===== config.mk =====
export PLATFORM = sky130hd
export DESIGN_NAME = sv_group_adder
export DESIGN_NICKNAME = d
export VERILOG_FILES = /design/src/rtl/sga_pkg.sv /design/src/rtl/sga_seq.sv /design/src/rtl/sga_lane.sv /design/src/rtl/sv_group_adder.sv
export SDC_FILE = /design/constraint.sdc
export NUM_CORES = 1
export LEC_CHECK = 0
export CAP_MARGIN = 30
export CORE_AREA = 2 2 184 186
export CTS_CLUSTER_SIZE = 28
export DETAILED_ROUTE_END_ITERATION = 8
export DIE_AREA = 0 0 186 188
export DONT_BUFFER_PORTS = 1
export PLACE_DENSITY_LB_ADDON = 0.25
export SYNTH_ARGS = -nofsm -noshare
export SYNTH_HDL_FRONTEND = slang
export SYNTH_SLANG_ARGS = --single-unit
export TNS_END_PERCENT = 20

===== constraint.sdc =====
create_clock -name clk -period 2.2 [get_ports clk]
set_clock_uncertainty 0.05 [all_clocks]
set_input_delay 0 -clock clk [delete_from_list [all_inputs] [get_ports clk]]
set_output_delay 0 -clock clk [all_outputs]
set_load 0.01 [all_outputs]

===== src/rtl/sga_pkg.sv =====
// Shared types for the grouped vector adder.
// Assumes lanes are at least 32 bits wide so every width code fits.
package sga_pkg;

    typedef enum logic [1:0] {
        EW_8   = 2'd0,
        EW_16  = 2'd1,
        EW_32  = 2'd2,
        EW_32X = 2'd3
    } ew_e;

    // Number of significant bits for a width code.
    function automatic int unsigned ew_bits(ew_e code);
        case (code)
            EW_8:    return 8;
            EW_16:   return 16;
            default: return 32;
        endcase
    endfunction

endpackage


===== src/rtl/sga_seq.sv =====
// Group sequencer: accepts a command while idle, then steps one group per
// clock, advancing the three addresses by the group size and shifting the
// predicate word so bit 0 always belongs to the current group.
// Assumes the caller keeps the accessed regions inside the address space.
module sga_seq #(
    parameter int ADDR_W = 8,
    parameter int MAX_VL = 16,
    parameter int SUB_W  = 2,
    localparam int VL_W  = $clog2(MAX_VL + 1)
) (
    input  logic               clk,
    input  logic               rst_n,
    input  logic               cmd_start,
    input  logic [VL_W-1:0]    cmd_vl,
    input  logic [SUB_W-1:0]   cmd_subvl_m1,
    input  logic [1:0]         cmd_ew,
    input  logic [ADDR_W-1:0]  cmd_rd_base,
    input  logic [ADDR_W-1:0]  cmd_rs1_base,
    input  logic [ADDR_W-1:0]  cmd_rs2_base,
    input  logic [MAX_VL-1:0]  cmd_pred,
    input  logic               cmd_pred_inv,
    output logic               busy,
    output logic               done,
    output logic               grp_en,
    output logic [SUB_W-1:0]   sub_m1,
    output sga_pkg::ew_e       ew,
    output logic [ADDR_W-1:0]  rs1_addr,
    output logic [ADDR_W-1:0]  rs2_addr,
    output logic [ADDR_W-1:0]  rd_addr
);
    logic              busy_q, done_q, inv_q;
    logic [VL_W-1:0]   cnt_q, vl_q, vl_eff;
    logic [SUB_W-1:0]  sub_q;
    sga_pkg::ew_e      ew_q;
    logic [MAX_VL-1:0] pred_q;
    logic [ADDR_W-1:0] rs1_q, rs2_q, rd_q, step;

    // Clamp the requested length to the supported maximum.
    always_comb vl_eff = (cmd_vl > VL_W'(MAX_VL)) ? VL_W'(MAX_VL) : cmd_vl;

    // Address stride equals the latched group size.
    always_comb step = ADDR_W'(sub_q) + ADDR_W'(1);

    // Command capture and per-group stepping.
    always_ff @(posedge clk) begin
        if (!rst_n) begin
            busy_q <= 1'b0;
            done_q <= 1'b0;
            inv_q  <= 1'b0;
            cnt_q  <= '0;
            vl_q   <= '0;
            sub_q  <= '0;
            ew_q   <= sga_pkg::EW_8;
            pred_q <= '0;
            rs1_q  <= '0;
            rs2_q  <= '0;
            rd_q   <= '0;
        end else begin
            done_q <= 1'b0;
            if (!busy_q && cmd_start) begin
                vl_q   <= vl_eff;
                sub_q  <= cmd_subvl_m1;
                ew_q   <= sga_pkg::ew_e'(cmd_ew);
                pred_q <= cmd_pred;
                inv_q  <= cmd_pred_inv;
                rs1_q  <= cmd_rs1_base;
                rs2_q  <= cmd_rs2_base;
                rd_q   <= cmd_rd_base;
                cnt_q  <= '0;
                if (vl_eff == '0) done_q <= 1'b1;
                else              busy_q <= 1'b1;
            end else if (busy_q) begin
                rs1_q  <= rs1_q + step;
                rs2_q  <= rs2_q + step;
                rd_q   <= rd_q + step;
                pred_q <= pred_q >> 1;
                cnt_q  <= cnt_q + 1'b1;
                if (cnt_q == vl_q - 1'b1) begin
                    busy_q <= 1'b0;
                    done_q <= 1'b1;
                end
            end
        end
    end

    assign busy     = busy_q;
    assign done     = done_q;
    assign grp_en   = pred_q[0] ^ inv_q;
    assign sub_m1   = sub_q;
    assign ew       = ew_q;
    assign rs1_addr = rs1_q;
    assign rs2_addr = rs2_q;
    assign rd_addr  = rd_q;


    last_grp_done_chk: assert property (@(posedge clk) disable iff (!rst_n)
        busy_q && cnt_q == vl_q - 1'b1 |=> done_q && !busy_q);

    cnt_in_range_chk: assert property (@(posedge clk) disable iff (!rst_n)
        busy_q |-> cnt_q < vl_q);

    zero_vl_chk: assert property (@(posedge clk) disable iff (!rst_n)
        !busy_q && cmd_start && cmd_vl == '0 |=> done_q && !busy_q);

    start_ignored_chk: assert property (@(posedge clk) disable iff (!rst_n)
        busy_q && cmd_start |=> $stable(vl_q) && $stable(sub_q) && $stable(inv_q));

    stride_chk: assert property (@(posedge clk) disable iff (!rst_n)
        busy_q && $past(busy_q) |-> rd_q == $past(rd_q) + step);
endmodule


===== src/rtl/sga_lane.sv =====
// One lane of the adder: sums two scalars and clears every bit at or above
// the selected element width, giving wrap-around at that width.
// Assumes DATA_W is at least 32.
module sga_lane #(
    parameter int DATA_W = 32
) (
    input  logic              clk,
    input  logic              rst_n,
    input  logic              en,
    input  sga_pkg::ew_e      ew,
    input  logic [DATA_W-1:0] a,
    input  logic [DATA_W-1:0] b,
    output logic [DATA_W-1:0] sum
);
    logic [DATA_W-1:0] raw, mask;

    // Full-width sum before truncation.
    always_comb raw = a + b;

    // Per-bit keep mask for the chosen width.
    for (genvar k = 0; k < DATA_W; k++) begin : g_mask
        assign mask[k] = (k < sga_pkg::ew_bits(ew));
    end

    assign sum = raw & mask;


    low_byte_chk: assert property (@(posedge clk) disable iff (!rst_n)
        en |-> sum[7:0] == 8'(a[7:0] + b[7:0]));

    narrow_high_zero_chk: assert property (@(posedge clk) disable iff (!rst_n)
        en && ew == sga_pkg::EW_8 |-> sum[DATA_W-1:8] == '0);
endmodule


===== src/rtl/sv_group_adder.sv =====
// Top of the grouped vector adder: a sequencer walks the groups and a row
// of lanes forms the sums; lanes past the group size are write-disabled.
// Assumes storage reads are combinational and writes commit at the edge.
module sv_group_adder #(
    parameter int DATA_W  = 32,
    parameter int ADDR_W  = 8,
    parameter int MAX_VL  = 16,
    parameter int MAX_SUB = 4,
    localparam int SUB_W  = $clog2(MAX_SUB),
    localparam int VL_W   = $clog2(MAX_VL + 1)
) (
    input  logic                      clk,
    input  logic                      rst_n,
    input  logic                      cmd_start,
    input  logic [VL_W-1:0]           cmd_vl,
    input  logic [SUB_W-1:0]          cmd_subvl_m1,
    input  logic [1:0]                cmd_ew,
    input  logic [ADDR_W-1:0]         cmd_rd_base,
    input  logic [ADDR_W-1:0]         cmd_rs1_base,
    input  logic [ADDR_W-1:0]         cmd_rs2_base,
    input  logic [MAX_VL-1:0]         cmd_pred,
    input  logic                      cmd_pred_inv,
    output logic [ADDR_W-1:0]         rd_addr_a,
    input  logic [MAX_SUB*DATA_W-1:0] rd_data_a,
    output logic [ADDR_W-1:0]         rd_addr_b,
    input  logic [MAX_SUB*DATA_W-1:0] rd_data_b,
    output logic                      wr_en,
    output logic [ADDR_W-1:0]         wr_addr,
    output logic [MAX_SUB-1:0]        wr_lane_en,
    output logic [MAX_SUB*DATA_W-1:0] wr_data,
    output logic                      busy,
    output logic                      done
);
    logic             grp_en;
    logic [SUB_W-1:0] sub_m1;
    sga_pkg::ew_e     ew;

    sga_seq #(.ADDR_W(ADDR_W), .MAX_VL(MAX_VL), .SUB_W(SUB_W)) u_seq (
        .clk(clk), .rst_n(rst_n), .cmd_start(cmd_start), .cmd_vl(cmd_vl),
        .cmd_subvl_m1(cmd_subvl_m1), .cmd_ew(cmd_ew),
        .cmd_rd_base(cmd_rd_base), .cmd_rs1_base(cmd_rs1_base),
        .cmd_rs2_base(cmd_rs2_base), .cmd_pred(cmd_pred),
        .cmd_pred_inv(cmd_pred_inv), .busy(busy), .done(done),
        .grp_en(grp_en), .sub_m1(sub_m1), .ew(ew),
        .rs1_addr(rd_addr_a), .rs2_addr(rd_addr_b), .rd_addr(wr_addr)
    );

    // Write strobe only for an enabled group of a running command.
    assign wr_en = busy & grp_en;

    for (genvar j = 0; j < MAX_SUB; j++) begin : g_lane
        // Lane j takes part when it lies inside the group.
        assign wr_lane_en[j] = (j <= int'(sub_m1));

        sga_lane #(.DATA_W(DATA_W)) u_lane (
            .clk(clk), .rst_n(rst_n), .en(wr_en & wr_lane_en[j]), .ew(ew),
            .a(rd_data_a[j*DATA_W +: DATA_W]),
            .b(rd_data_b[j*DATA_W +: DATA_W]),
            .sum(wr_data[j*DATA_W +: DATA_W])
        );
    end


    wr_only_busy_chk: assert property (@(posedge clk) disable iff (!rst_n)
        wr_en |-> busy);

    lane0_on_chk: assert property (@(posedge clk) disable iff (!rst_n)
        wr_en |-> wr_lane_en[0]);

    idle_quiet_chk: assert property (@(posedge clk) disable iff (!rst_n)
        !busy |-> !wr_en);
endmodule


# [After elaboration in Yosys (flattened, before gate mapping)]
# Cells that the tools add are included.
[word_totals] elab_cells=91 mem_count=0 latch_bits=0 ram_bits=0 out_inout_bits=159 rom_bits=0 reg_bits=57
[op_classes] n_reduce_logical=6 n_div=0 add_sub_neg=10 n_lt_le_gt_ge=36 shift=0 mul=0 eq_ne=3 mux=18 bitwise=7
[op_table] op="$lt A5 B32 Y1 const A" n=8
[op_table] op="$lt A4 B32 Y1 const A" n=6
[op_table] op="$add A32 B32 Y32" n=4
[op_table] op="$and A32 B32 Y32" n=4
[op_table] op="$lt A3 B32 Y1 const A" n=4
[op_table] op="$lt A2 B32 Y1 const A" n=2
[op_table] op="$lt A5 B6 Y1 const A" n=8
[op_table] op="$mux W8" n=6
[op_table] op="$mux W16" n=2
[op_table] op="$add A8 B8 Y8" n=3
[op_table] op="$lt A1 B6 Y1 const A" n=2
[op_table] op="$lt A4 B6 Y1 const A" n=2
[op_table] op="$pmux W6 S2" n=1
[op_table] op="$mux W1" n=8
[op_table] op="$add A5 B1 Y5 const B" n=1
[op_table] op="$eq A5 B5 Y1" n=1
[op_table] op="$gt A5 B5 Y1 const B" n=1
[op_table] op="$logic_not A5 Y1" n=1
[op_table] op="$mux W5" n=1
[op_table] op="$sub A5 B1 Y5 const B" n=1
[op_table] op="$le A2 B2 Y1 const A" n=2
[op_table] op="$add A2 B1 Y3 const B" n=1
[op_table] op="$eq A2 B1 Y1 const B" n=1
[op_table] op="$le A1 B2 Y1 const A" n=1
[op_table] op="other kinds (9)" n=9

# [Depth between registers and ports, before layout]
[depth] word_depth=5 mapped_depth=10

# [By module]
# From an unflattened synthesis, not the netlist that was laid out.
[hier_totals] hier_cells=1483 area_unflattened_um2=10872.9
[by_module_without_submodules] module="sga_lane (g_lane[0].u_lane ...)" area_per_inst_um2=1994.4 cells_per_inst=291 seq_area_each_um2=0.0 n_inst=2
[by_module_without_submodules] module="sga_lane (g_lane[1].u_lane ...)" area_per_inst_um2=1905.6 cells_per_inst=272 seq_area_each_um2=0.0 n_inst=2
[by_module_without_submodules] module="sga_seq" area_per_inst_um2=3011.6 cells_per_inst=348 seq_area_each_um2=1141.1 n_inst=1
[by_module_without_submodules] module="sv_group_adder" area_per_inst_um2=61.3 cells_per_inst=9 seq_area_each_um2=0.0 n_inst=1

# [Least setup slack after synthesis]
# OpenSTA, ideal clock, no wires.
[synth_timing] path_kind="input-to-output" from="input port rd_data_a[32]" to="output port wr_data[60]" path_buffers=0 path_slack_ps=-29 path_stages=9 arrival_time_ps=2179 t_required_ps=2150 cell_sequence="ha_1 fa_1 a211oi_1 o21ai_0 a211oi_1 nor2_1 a41o_1 a31oi_1 mux2i_1"
[synth_via] elab_chain_len=2
[synth_rtl] item="from (decl)" line_no="sv_group_adder.sv:24" rtl="input logic [MAX_SUB*DATA_W-1:0] rd_data_a,"
[synth_rtl] item="$add A32 B32 Y32" line_no="sga_lane.sv:18" rtl="always_comb raw = a + b;"
[synth_rtl] item="$and A32 B32 Y32" line_no="sga_lane.sv:25" rtl="assign sum = raw & mask;"
[synth_rtl] item="to (decl)" line_no="sv_group_adder.sv:30" rtl="output logic [MAX_SUB*DATA_W-1:0] wr_data,"
# Every way passes these cells.

# [Worst setup path after layout]
[layout_timing] from="input port rd_data_a[32]" to="output port wr_data[54]"
# Same word-level chain as after synthesis.

==> results.md <==
* Clock Tree Root: clkbuf_16
* Type of origin of the critical path: primary input
* Design area at 0.0141 mm2
* Residual DRC at 0
* EDFF count, synth at 0
* Largest net degree at the start of global routing at 73
* Commonest non-fill, non-tap cell in the layout: buf_4
* Status: completed
* Port-buffer cells at 0
* Dpl ws at -0.417 ns
* GR Overflow Total at 0
* Pwr dens at 455 mW/mm2
* Final HPWL from detailed placement at 33500 um
* Period Utilization, post-route at 99.1%
* Design Power at 6410 uW
* Share of cells above drive strength 1 at 18.1%
* CTS buffer count at 9
* Htree depth at 3
* Post-route setup slack at 0.0193 ns
* Max-cap violation count at 0
* Leakage at 0.00614 uW
* Via Count at 12100
* Clock transition at path regs at 0.05 ns
* Die height at 188 um
* Post-synth net total at 1938
* CP max FO at 4
* Synth warnings at 0
* Critical path class: primary input to output pin
* Row cnt at 67
* Metal2 WL at 20300 um
* I/O pin cnt at 468
* Pre-antenna DRT Iters at 7
* Clock Latency Late Sink at 0.33 ns
* Die X at 186 um
* Initial antenna violation count at 6
* Cell Area, Placed at 0.0122 mm2
* First-pass GRT wire length at 62300 um
* Top sig layer: met5
* CP endpoint kind: output pin
* Synth unique cells at 73
* Initial core utilization at 32.3%
* Count of final setup violators at 0
* Routed wire length on met3 at 3470 um
* Sequential area share after synthesis at 10.7%
* Mapped cell area at 0.0107 mm2
* Layout area overhead at 31.9%
* Commonest cells after routing, fill and taps aside: 169 x buf_4, 142 x a21oi_1, 135 x nor2_1
* Synth Register Bits at 57
* Slew HR at 56.8%
* Synth Flop Type: dfxtp_1
* Highest clock rate at 459 MHz
* Arrival @ worst endpoint at 2.13 ns
* Final wirelength at 41800 um
* RePlAce Congestion at 0.944
* DR vias/cell at 5.60
* Die ar. at 0.0350 mm2
* Buffer depth of the longest clock path at 2
* Total Routing Usage GR at 22.2%
* Core area at 0.0331 mm2
* Number of hold violations in the final report at 0
* WL met1 at 16700 um
* Post-synthesis cell count at 1483
* Critical Path RT at 2.15 ns
* Number of global-route vias before repair at 11600
* Layout Utilization at 42.6%
* Starting DRT DRC Count at 743
* Tmin final at 2.18 ns
* WL per Instance at 19.4 um
* Slew @ Worst Pin at 0.646 ns
* Slew Limit Fails at 0
* Async SR Flop Fraction at 0%
* Antenna-violating nets left at 0
* RSZ-0062 raised after global routing: true
* Clk sink count at 57
* Syn_area_per_cell at 7.21 um2
* TritonCTS clock tree: yes
* Peak VDD IR at 0.000434 V
* # nets final at 2155
* Min-delay worst type: primary input to register
registers in the layout, summed over array words and instances (netlist names):
| register | flops |
|---|---|
| u_seq.pred_q | 16 |
| u_seq.rd_addr | 8 |
| u_seq.rs1_addr | 8 |
| u_seq.rs2_addr | 8 |
| u_seq.cnt_q | 5 |
| u_seq.vl_q | 5 |
| u_seq.ew | 2 |
| u_seq.sub_m1 | 2 |
| u_seq.busy | 1 |
| u_seq.done | 1 |
| u_seq.inv_q | 1 |
routing by layer:
metal | up-vias | global-route usage, %
met5 | - | 0
met4 | 4 | 7.96
met3 | 70 | 5.87
met2 | 480 | 39.0
met1 | 5635 | 25.7
li1 | 5892 | -
path summary, 6_finish.rpt:
| check | from | endpoint | slack, ns | cells after the start |
|---|---|---|---|---|
| setup / recovery | rd_data_a[32] | wr_data[54] | 0.02 | 10 |
| hold / removal | cmd_start | u_seq.busy | 0.02 | 2 |
| hold reg to reg | u_seq.inv_q | u_seq.inv_q | 0.43 | 2 |
| setup reg to reg | u_seq.sub_m1[0] | u_seq.rs2_addr[6] | 0.14 | 10 |
cell families (layout without fill, tap and decap cells):
family	count (synthesis)	after routing	share of synthesized area [%]
buffers and inverters	95	317	3.38
DFF	57	57	10.7
AOI/OAI and AO/OA	507	507	30.7
adders and majority gates	146	146	17.6
xor gates and xnor gates	100	100	8.19
other	1	5	0.0351
muxes	59	59	5.66
and+or+nand+nor	518	518	23.7
metrics by stage:
stage | hold WS (ns) | setup TNS (ns) | cells
after CTS | 0.00372 | -0.0696 | 2146
after global routing | 0.0130 | -1.18 | 2157
after global placement | 0.0785 | -5.65 | 2028
final | 0.0182 | 0 | 2157
after detailed placement | 0.0798 | -6.78 | 2028
after floorplan | 0.0901 | -0.00991 | 1483
report_power, final:
group | switching, uW | internal, uW
Clock | 493 | 897
Combinational | 2090 | 1730
Sequential | 99.4 | 1100
Total | 2680 | 3730
cell usage after synthesis (6+ instances only):
| library cell | n | area share [%] |
|---|---|---|
| a211oi_1 | 17 | 1.2 |
| a21boi_0 | 18 | 1.3 |
| a21o_1 | 71 | 5.0 |
| a21oi_1 | 155 | 7.3 |
| a221oi_1 | 8 | 0.66 |
| a31o_2 | 6 | 0.49 |
| a31oi_1 | 16 | 0.94 |
| and2_1 | 36 | 2.1 |
| and3_1 | 18 | 1.1 |
| clkbuf_1 | 54 | 1.9 |
| dfxtp_1 | 57 | 11 |
| fa_1 | 7 | 1.3 |
| ha_1 | 139 | 16 |
| inv_1 | 35 | 1.2 |
| mux2_2 | 11 | 1.2 |
| mux2i_1 | 47 | 4.4 |
| nand2_1 | 133 | 4.7 |
| nand2b_1 | 32 | 1.9 |
| nand3_1 | 34 | 1.6 |
| nand3b_1 | 9 | 0.63 |
| nand4_1 | 31 | 1.8 |
| nor2_1 | 139 | 4.9 |
| nor2b_1 | 31 | 1.8 |
| nor3_1 | 20 | 0.94 |
| o211ai_1 | 9 | 0.63 |
| o21a_1 | 25 | 1.8 |
| o21ai_0 | 94 | 4.4 |
| o21bai_1 | 23 | 1.6 |
| o31ai_1 | 8 | 0.56 |
| or3_1 | 12 | 0.70 |
| xnor2_1 | 57 | 4.7 |
| xor2_1 | 43 | 3.5 |
what timing repair did:
action	in CTS	in global routing
pin swaps	34	38
hold endpoints to repair	57	0
gates resized for setup	55	59
setup endpoints to repair	49	59
buffers inserted	9	7
hold buffers	93	0
final cells by class:
class	instances	area [um2]
fill	3356	19000
multi-input combinational	1331	9700
timing repair buffer	266	2260
sequential	57	1140
tap	448	561
clock buffer	10	239
inverter	35	131
clock inverter	6	57.6
antenna	4	10.0
worst max-delay path: stages:
cell and delay [ns]:
ha_2 0.18, fa_2 0.39, a211oi_2 0.24, o21ai_2 0.10, a211oi_2 0.26, a22oi_1 0.20, a21oi_2 0.26, buf_4 0.16
xor2_1 0.22, nor2_1 0.12
Power figures use the tool's default switching activity.
